===== config.mk =====
export PLATFORM = sky130hd
export DESIGN_NAME = par_addsub
export DESIGN_NICKNAME = d
export VERILOG_FILES = /design/src/rtl/par_addsub_pkg.sv /design/src/rtl/addsub_lane.sv /design/src/rtl/par_addsub.sv
export SDC_FILE = /design/constraint.sdc
export NUM_CORES = 1
export LEC_CHECK = 0
export BUFFER_PORTS_ARGS = -buffer_cell sky130_fd_sc_hd__buf_2
export CAP_MARGIN = 20
export CORE_MARGIN = 3
export CORE_UTILIZATION = 55
export DETAILED_ROUTE_END_ITERATION = 6
export GPL_ROUTABILITY_DRIVEN = 0
export PLACE_DENSITY = 0.85
export SYNTH_ARGS = -nofsm -noshare
export SYNTH_HDL_FRONTEND = slang
export SYNTH_SLANG_ARGS = --single-unit

===== constraint.sdc =====
create_clock -name clk_i -period 1.1 [get_ports clk_i]
set_input_delay 0.11 -clock clk_i [delete_from_list [all_inputs] [get_ports clk_i]]
set_output_delay 0.11 -clock clk_i [all_outputs]
set_load 0.02 [all_outputs]

===== src/rtl/par_addsub_pkg.sv =====
package par_addsub_pkg;
  localparam int unsigned LANE_W_DEF    = 16;
  localparam int unsigned NUM_LANES_DEF = 2;

  typedef enum logic {
    MODE_FULL  = 1'b0,
    MODE_SPLIT = 1'b1
  } lane_mode_e;
endpackage


===== src/rtl/addsub_lane.sv =====
module addsub_lane #(
  parameter int unsigned W = 16
) (
  input  logic [W-1:0] a_i,
  input  logic [W-1:0] b_i,
  input  logic         sat_i,
  output logic [W-1:0] sum_o,
  output logic [W-1:0] diff_o,
  output logic         clamp_o
);
  localparam logic [W-1:0] MAX_V = {1'b0, {(W-1){1'b1}}};
  localparam logic [W-1:0] MIN_V = {1'b1, {(W-1){1'b0}}};

  logic [W-1:0] raw_sum, raw_diff;
  logic         ovf_sum, ovf_diff;

  assign raw_sum  = a_i + b_i;
  assign raw_diff = a_i - b_i;
  // signed overflow: operand signs agree (add) / differ (sub) and result sign flips
  assign ovf_sum  = (a_i[W-1] == b_i[W-1]) && (raw_sum[W-1]  != a_i[W-1]);
  assign ovf_diff = (a_i[W-1] != b_i[W-1]) && (raw_diff[W-1] != a_i[W-1]);

  always_comb begin
    sum_o  = raw_sum;
    diff_o = raw_diff;
    if (sat_i && ovf_sum)  sum_o  = a_i[W-1] ? MIN_V : MAX_V;
    if (sat_i && ovf_diff) diff_o = a_i[W-1] ? MIN_V : MAX_V;
  end

  assign clamp_o = sat_i && (ovf_sum || ovf_diff);
endmodule


===== src/rtl/par_addsub.sv =====
module par_addsub
  import par_addsub_pkg::*;
#(
  parameter int unsigned LANE_W    = LANE_W_DEF,
  parameter int unsigned NUM_LANES = NUM_LANES_DEF
) (
  input  logic                        clk_i,
  input  logic                        rst_ni,
  input  logic [LANE_W*NUM_LANES-1:0] a_i,
  input  logic [LANE_W*NUM_LANES-1:0] b_i,
  input  logic                        split_i,
  input  logic                        sat_i,
  input  logic                        clr_sat_i,
  output logic [LANE_W*NUM_LANES-1:0] sum_o,
  output logic [LANE_W*NUM_LANES-1:0] diff_o,
  output logic                        sat_flag_o
);
  localparam int unsigned WORD_W = LANE_W * NUM_LANES;

  lane_mode_e mode;
  assign mode = lane_mode_e'(split_i);

  logic [WORD_W-1:0]    full_sum, full_diff, lane_sum, lane_diff;
  logic                 full_clamp;
  logic [NUM_LANES-1:0] lane_clamp;

  addsub_lane #(.W(WORD_W)) u_full (
    .a_i(a_i), .b_i(b_i), .sat_i(sat_i),
    .sum_o(full_sum), .diff_o(full_diff), .clamp_o(full_clamp)
  );

  for (genvar g = 0; g < NUM_LANES; g++) begin : g_lane
    addsub_lane #(.W(LANE_W)) u_lane (
      .a_i    (a_i[g*LANE_W +: LANE_W]),
      .b_i    (b_i[g*LANE_W +: LANE_W]),
      .sat_i  (sat_i),
      .sum_o  (lane_sum[g*LANE_W +: LANE_W]),
      .diff_o (lane_diff[g*LANE_W +: LANE_W]),
      .clamp_o(lane_clamp[g])
    );
  end

  logic [WORD_W-1:0] sum_d, diff_d;
  logic              clamp_d;

  always_comb begin
    if (mode == MODE_SPLIT) begin
      sum_d   = lane_sum;
      diff_d  = lane_diff;
      clamp_d = |lane_clamp;
    end else begin
      sum_d   = full_sum;
      diff_d  = full_diff;
      clamp_d = full_clamp;
    end
  end

  always_ff @(posedge clk_i or negedge rst_ni) begin
    if (!rst_ni) begin
      sum_o      <= '0;
      diff_o     <= '0;
      sat_flag_o <= 1'b0;
    end else begin
      sum_o      <= sum_d;
      diff_o     <= diff_d;
      // new clamp wins over a same-cycle clear
      sat_flag_o <= (sat_flag_o && !clr_sat_i) || clamp_d;
    end
  end

  AST_FULL_WRAP_SUM: assert property (@(posedge clk_i) disable iff (!rst_ni)
    (!split_i && !sat_i) |=> sum_o == $past(WORD_W'(a_i + b_i)));
  AST_FULL_WRAP_DIFF: assert property (@(posedge clk_i) disable iff (!rst_ni)
    (!split_i && !sat_i) |=> diff_o == $past(WORD_W'(a_i - b_i)));
  AST_LANE_ISOLATE: assert property (@(posedge clk_i) disable iff (!rst_ni)
    (split_i && !sat_i) |=> sum_o[LANE_W-1:0] ==
      $past(LANE_W'(a_i[LANE_W-1:0] + b_i[LANE_W-1:0])));
  AST_FULL_SAT_SIGN: assert property (@(posedge clk_i) disable iff (!rst_ni)
    (!split_i && sat_i && (a_i[WORD_W-1] == b_i[WORD_W-1])) |=>
      sum_o[WORD_W-1] == $past(a_i[WORD_W-1]));
  AST_LANE_SAT_SIGN: assert property (@(posedge clk_i) disable iff (!rst_ni)
    (split_i && sat_i && (a_i[LANE_W-1] == b_i[LANE_W-1])) |=>
      sum_o[LANE_W-1] == $past(a_i[LANE_W-1]));
  AST_FLAG_STICKY: assert property (@(posedge clk_i) disable iff (!rst_ni)
    (sat_flag_o && !clr_sat_i) |=> sat_flag_o);
  AST_FLAG_NO_WRAP_SET: assert property (@(posedge clk_i) disable iff (!rst_ni)
    (!sat_flag_o && !sat_i) |=> !sat_flag_o);
  AST_FLAG_CLEAR: assert property (@(posedge clk_i) disable iff (!rst_ni)
    (clr_sat_i && !sat_i) |=> !sat_flag_o);
endmodule


==> summary.md, run 1 <==
| Metric | Value |
|---|---|
| Largest cells by area after synthesis | `sky130_fd_sc_hd__dfrtp_1 (24%), sky130_fd_sc_hd__ha_1 (12%), sky130_fd_sc_hd__a21oi_1 (9.6%)` |
| Gr ovfl total | `1226` |
| Total nets after synthesis | `993` |
| Number of standard-cell rows in the floorplan | `40` |
| I/O Pins | `134` |
| Post-Synthesis Cells | `857` |
| Total number of clock tree sinks | `65` |
| Share of Yosys cell area claimed by the top area cell type | `23.9%` |
| Initial standard-cell utilization of the core | `56.5%` |
| Distinct cell type count after synthesis | `75` |
| Result of the run | `stopped before the end` |
| Total of warnings raised by yosys | `0` |
| Global-route usage over all layers | `101%` |
| Post-synthesis instance area | `6810 µm²` |
| Synthesized area divided by synthesized cell count | `7.95 µm²` |
| Proportion of synthesized flip-flops having asynchronous set or reset | `100%` |
| Largest area contributor in the netlist | `sky130_fd_sc_hd__dfrtp_1` |
| Height of the chip | `117 µm` |
| Pin count of the biggest net entering global routing | `66` |
| Sequential element share of the synthesized area | `23.9%` |
| Count of state elements after synthesis | `65` |
| Maximum level of the CTS H-tree | `3` |
| Number of CTS-inserted buffers | `9` |
| Synth Flop Type | `sky130_fd_sc_hd__dfrtp_1` |
| Half-perimeter wire length of the detailed placement result | `23000 µm` |
| CTS max path bufs | `2` |
| Number of buffers inserted by port buffering | `133` |
| Error msg | `[ERROR GRT-0232] Routing congestion too high. Check the congestion heatmap in the GUI.` |
| Die width | `117 µm` |
| EDFF count, synth | `0` |
| Last stage reached | `global routing` |
| Clock root buffer master | `sky130_fd_sc_hd__clkbuf_16` |
## per-layer routing
layer | global-route usage (%) | GRT overflow
met1 | 88.0 | 25
met2 | 129 | 841
met3 | 78.0 | 34
met4 | 118 | 323
met5 | 45.2 | 3
## synth_stat cells, drive strengths merged, types with 14 or more instances
master / number
o31ai: 15
nor3: 17
nor2: 82
a21oi: 142
dfrtp: 65
inv: 66
ha: 63
clkbuf: 25
o21a: 14
buf: 17
xnor2: 66
a211oi: 19
nand2b: 18
a21o: 14
nand2: 36
o21ai: 43
## cell families after synthesis
| group | after synthesis | synth area share, % |
|---|---|---|
| mux | 12 | 1.86 |
| simple gates | 213 | 15.2 |
| fa+ha+maj | 67 | 12.7 |
| compound gates | 319 | 30.7 |
| buf+inv | 112 | 6.72 |
| flops | 65 | 23.9 |
| xor+xnor | 69 | 8.87 |
## per-stage QoR
stage	std cells	utilization, %	area (µm²)	setup WS, ns	hold slack, ns
after floorplan	857	-	7350	-1.49	-0.186
after global placement	1416	85.0	10200	-1.58	0.139
after detailed placement	1416	85.0	10200	-1.83	0.147
after CTS	1453	94.0	11300	-1.33	0.147
## timing repair
action | in CTS
pin swaps | 41
buffers inserted | 20
hold buffers | 1
cloned | 1
resized for setup | 116
endpoints found under the hold margin | 65
endpoints found under the setup margin | 65
==> run 2: changes to the inputs <==
CORE_UTILIZATION = 40   (was 55)
PLACE_DENSITY = default   (was 0.85)
PLACE_DENSITY_LB_ADDON = 0.15   (was default)
==> run 2 against run 1 <==
Net effect:
- the flow now finishes, with violations (setup timing)
- area after synthesis unchanged
- synthesized cell count did not move
==> summary.md, run 2 <==
| Metric | Value |
|---|---|
| Result of the run | `complete, but fails checks` |
| Violated checks | `setup timing` |
| Gr ovfl total | `0` |
| Type of the tightest min-delay check | `primary input to register` |
| Dominant delay contributor by cell family on the critical path | `compound AO/OA/AOI/OAI gates` |
| Sequential cell area | `1630 µm²` |
| Final critical-path share of the clock period | `212%` |
| Number of CTS-inserted buffers | `9 (unchanged)` |
| Simple logic cell fraction of the synthesized area | `15.2% (unchanged)` |
| Setup skew after layout | `0 ns` |
| Crit path launch type | `primary input` |
| Slew of the pin with the lowest slew margin | `0.746 ns` |
| Number of setup violations in the final report | `65` |
| Pin count of the biggest net entering global routing | `66` |
| Initial standard-cell utilization of the core | `40.9% (-16 points)` |
| Global-route wire length before repair | `41000 µm` |
| Final hold vios | `0` |
| Slew Limit Headroom | `49.8%` |
| Worst setup slack after layout | `-1.23 ns` |
| Post-detailed-placement cell area | `10300 µm² (+0.34%)` |
| Sequential element share of the synthesized area | `23.9% (unchanged)` |
| Post-Place Setup Slack | `-1.76 ns (+0.0690 ns)` |
| Antenna diodes | `0` |
| RSZ-0062 raised after global routing | `true` |
| Most common cell after layout, fill and taps aside | `sky130_fd_sc_hd__buf_4` |
| Largest cells by area after synthesis | `sky130_fd_sc_hd__dfrtp_1 (24%), sky130_fd_sc_hd__ha_1 (12%), sky130_fd_sc_hd__a21oi_1 (9.6%)` |
| Period minus WS final | `2.33 ns` |
| Routed length per instance | `18.0 µm` |
| Number of max-cap violations | `0` |
| Clock root buffer master | `sky130_fd_sc_hd__clkbuf_16` |
| Slack of the worst reg-to-reg path | `0.03 ns` |
| Clock-pin slew on the worst setup and hold paths | `0.06 ns` |
| FMAX | `429 MHz` |
| Largest area contributor in the netlist | `sky130_fd_sc_hd__dfrtp_1` |
| Maximum vdd ir drop | `0.755 mV` |
| NumNets Final | `1431` |
| Cell with the biggest individual delay on the critical path | `sky130_fd_sc_hd__a311o_1` |
| Vias in the first global route | `7922` |
| Initial DRT Pass Iterations | `5` |
| Multiplexer area fraction after synthesis | `1.86% (unchanged)` |
| Latest clock arrival within the worst-skew pair | `0.34 ns` |
| Die Outline Area | `18600 µm²` |
| Static leakage power | `5.46 nW` |
| Biggest regs | `diff_o (32), sum_o (32), sat_flag_o (1)` |
| # fillers | `1218` |
| Total wire length | `27300 µm` |
| Adder-cell area share of the yosys netlist | `12.7% (unchanged)` |
| Total number of clock tree sinks | `65 (unchanged)` |
| Data arrival time of the worst path | `2.55 ns` |
| Post-route cell area | `12000 µm²` |
| Half-perimeter wire length of the detailed placement result | `20000 µm (-13%)` |
| Global-route usage over all layers | `28.0%` |
| Number of buffers inserted by port buffering | `133 (unchanged)` |
| CTS tree | `yes` |
| Synth Flop Type | `sky130_fd_sc_hd__dfrtp_1` |
| Area overhead of the layout relative to synthesis | `76.8%` |
| Synthesized area divided by synthesized cell count | `7.95 µm² (unchanged)` |
| Share of Yosys cell area claimed by the top area cell type | `23.9% (unchanged)` |
| Number of standard-cell rows in the floorplan | `47 (+18%)` |
| Largest fanout on the critical path | `6` |
| Maximum single-stage delay on the critical path | `0.40 ns` |
| Proportion of synthesized flip-flops having asynchronous set or reset | `100% (unchanged)` |
| Starting DRC count in detailed routing | `810` |
| Endpoint class of the critical path | `register` |
| Routed vias | `8371` |
| Critical Path, Cell by Cell | `buf_8, inv_4, ha_4, nor3_4, and3_1, a311o_1, o41ai_4, buf_4, nand2_4, a21oi_4, nor3b_4, a31o_4, buf_6, a21oi_2` |
| Overall power after layout | `0.0139 W` |
| Height of the chip | `136 µm (+16%)` |
| Post-Synthesis Cells | `857 (unchanged)` |
| Maximum level of the CTS H-tree | `3 (unchanged)` |
| Worst Hold Margin | `0.144 ns` |
| Main combinational cell family by area after synthesis | `compound AO/OA/AOI/OAI gates` |
| Xor/xnor cell area share of the yosys netlist | `8.87% (unchanged)` |
| Post-detailed-route DRC marker count | `0` |
| Most frequent cells after synthesis | `sky130_fd_sc_hd__a21oi_1 (130), sky130_fd_sc_hd__nor2_1 (82), sky130_fd_sc_hd__inv_1 (66), sky130_fd_sc_hd__xnor2_1 (66), sky130_fd_sc_hd__dfrtp_1 (65)` |
| CTS max path bufs | `2 (unchanged)` |
| Initial antenna violation count | `0` |
| EDFF count, synth | `0 (unchanged)` |
| Total nets after synthesis | `993 (unchanged)` |
| Critical path buffer and inverter count | `4` |
| Max-slew violations | `0` |
| Count of state elements after synthesis | `65 (unchanged)` |
| Total power density per cell area | `1150 nW/µm²` |
| Area of the core region | `16600 µm²` |
| Fraction of final layout cells sized beyond drive strength 1 | `53.8%` |
| Synth Area in Compound Gates | `30.7% (unchanged)` |
| Post-synthesis instance area | `6810 µm² (unchanged)` |
| Count of nets left with antenna violations after detail routing | `0` |
| Distinct cell type count after synthesis | `75 (unchanged)` |
| Footprint of the multi-input gates | `5980 µm²` |
| Post-detailed-route via-to-cell ratio | `5.51` |
| Most repeated cell in the gate-level netlist after synthesis | `sky130_fd_sc_hd__a21oi_1` |
| Total of warnings raised by yosys | `0 (unchanged)` |
| Classification of the worst setup path | `primary input to register` |
| Required arrival time at the worst endpoint | `1.32 ns` |
| Die width | `136 µm (+16%)` |
| I/O Pins | `134 (unchanged)` |
| Top library cells by usage in the layout, fill and taps aside | `sky130_fd_sc_hd__buf_4 (294), sky130_fd_sc_hd__buf_2 (117), sky130_fd_sc_hd__a21oi_1 (82), sky130_fd_sc_hd__nor2_1 (71), sky130_fd_sc_hd__dfrtp_1 (65)` |
-- run 2: cell counts after synthesis --
Identical to the previous run, type by type.
-- run 2: worst paths after layout --
path,to,cells after the start,start
setup / recovery,sum_o[11],14,b_i[8]
min in group asynchronous,diff_o[6],3,rst_ni
max in group asynchronous,diff_o[27],3,rst_ni
hold reg to reg,sat_flag_o,3,sat_flag_o
hold / removal,sum_o[0],3,b_i[0]
setup reg to reg,sat_flag_o,3,sat_flag_o
-- run 2: cell families (layout without fill, tap and decap cells) --
logic type / after synthesis / count (layout)
and+or+nand+nor: 213 / 213
DFF: 65 / 65
buffers and inverters: 112 / 555
adders and majority gates: 67 / 67
muxes: 12 / 12
AOI/OAI and AO/OA: 319 / 319
xor gates and xnor gates: 69 / 69
-- run 2: timing repair --
item | 4_1_cts | 5_1_grt
endpoints found under the hold margin | 65 | 0
pin swaps | 61 | 31
gates resized for setup | 163 | 85
gates cloned | 3 | 1
setup endpoints to repair | 65 | 65
buffers inserted | 26 | 8
hold buffers | 1 | 0
-- run 2: layout make-up --
type	count	share of cell area (%)
clock buffer	9	1.87
clock inverter	7	0.634
inverter	70	2.45
multi-input combinational	680	49.6
sequential	65	13.5
tap	220	2.29
timing repair buffer	469	29.6
-- run 2: routing by layer --
layer | up-vias | track usage (%) | part of all wire, %
met5 | - | 0 | 0
met4 | 0 | 8.68 | 2.9
met3 | 78 | 5.51 | 8.9
met2 | 413 | 42.3 | 44
met1 | 3940 | 40.3 | 44
li1 | 3940 | - | -
-- run 2: per-stage QoR --
stage,util (%),instances,TNS (ns)
after floorplan,-,857,-80.02
after global placement,61.8,1469,-101.96
after detailed placement,61.8,1469,-103.87
after CTS,69.7,1513,-70.18
after global routing,72.4,1520,-78.69
final,72.4,1520,-73.15
-- run 2: worst register-to-register path, cell delays in order (launching register included) --
cell and delay (ns):
sky130_fd_sc_hd__dfrtp_1 0.42, sky130_fd_sc_hd__nand2b_1 0.17, sky130_fd_sc_hd__nor3b_1 0.25, sky130_fd_sc_hd__a31oi_1 0.11
-- run 2: where the power goes --
part           switching (W)  internal (W)  leakage, nW  total [W]
combinational        0.00414       0.00365         4.58    0.00779
sequential          0.000179       0.00287        0.738    0.00305
clock                0.00126       0.00178        0.143    0.00304
(Power assumes the default switching activity.)
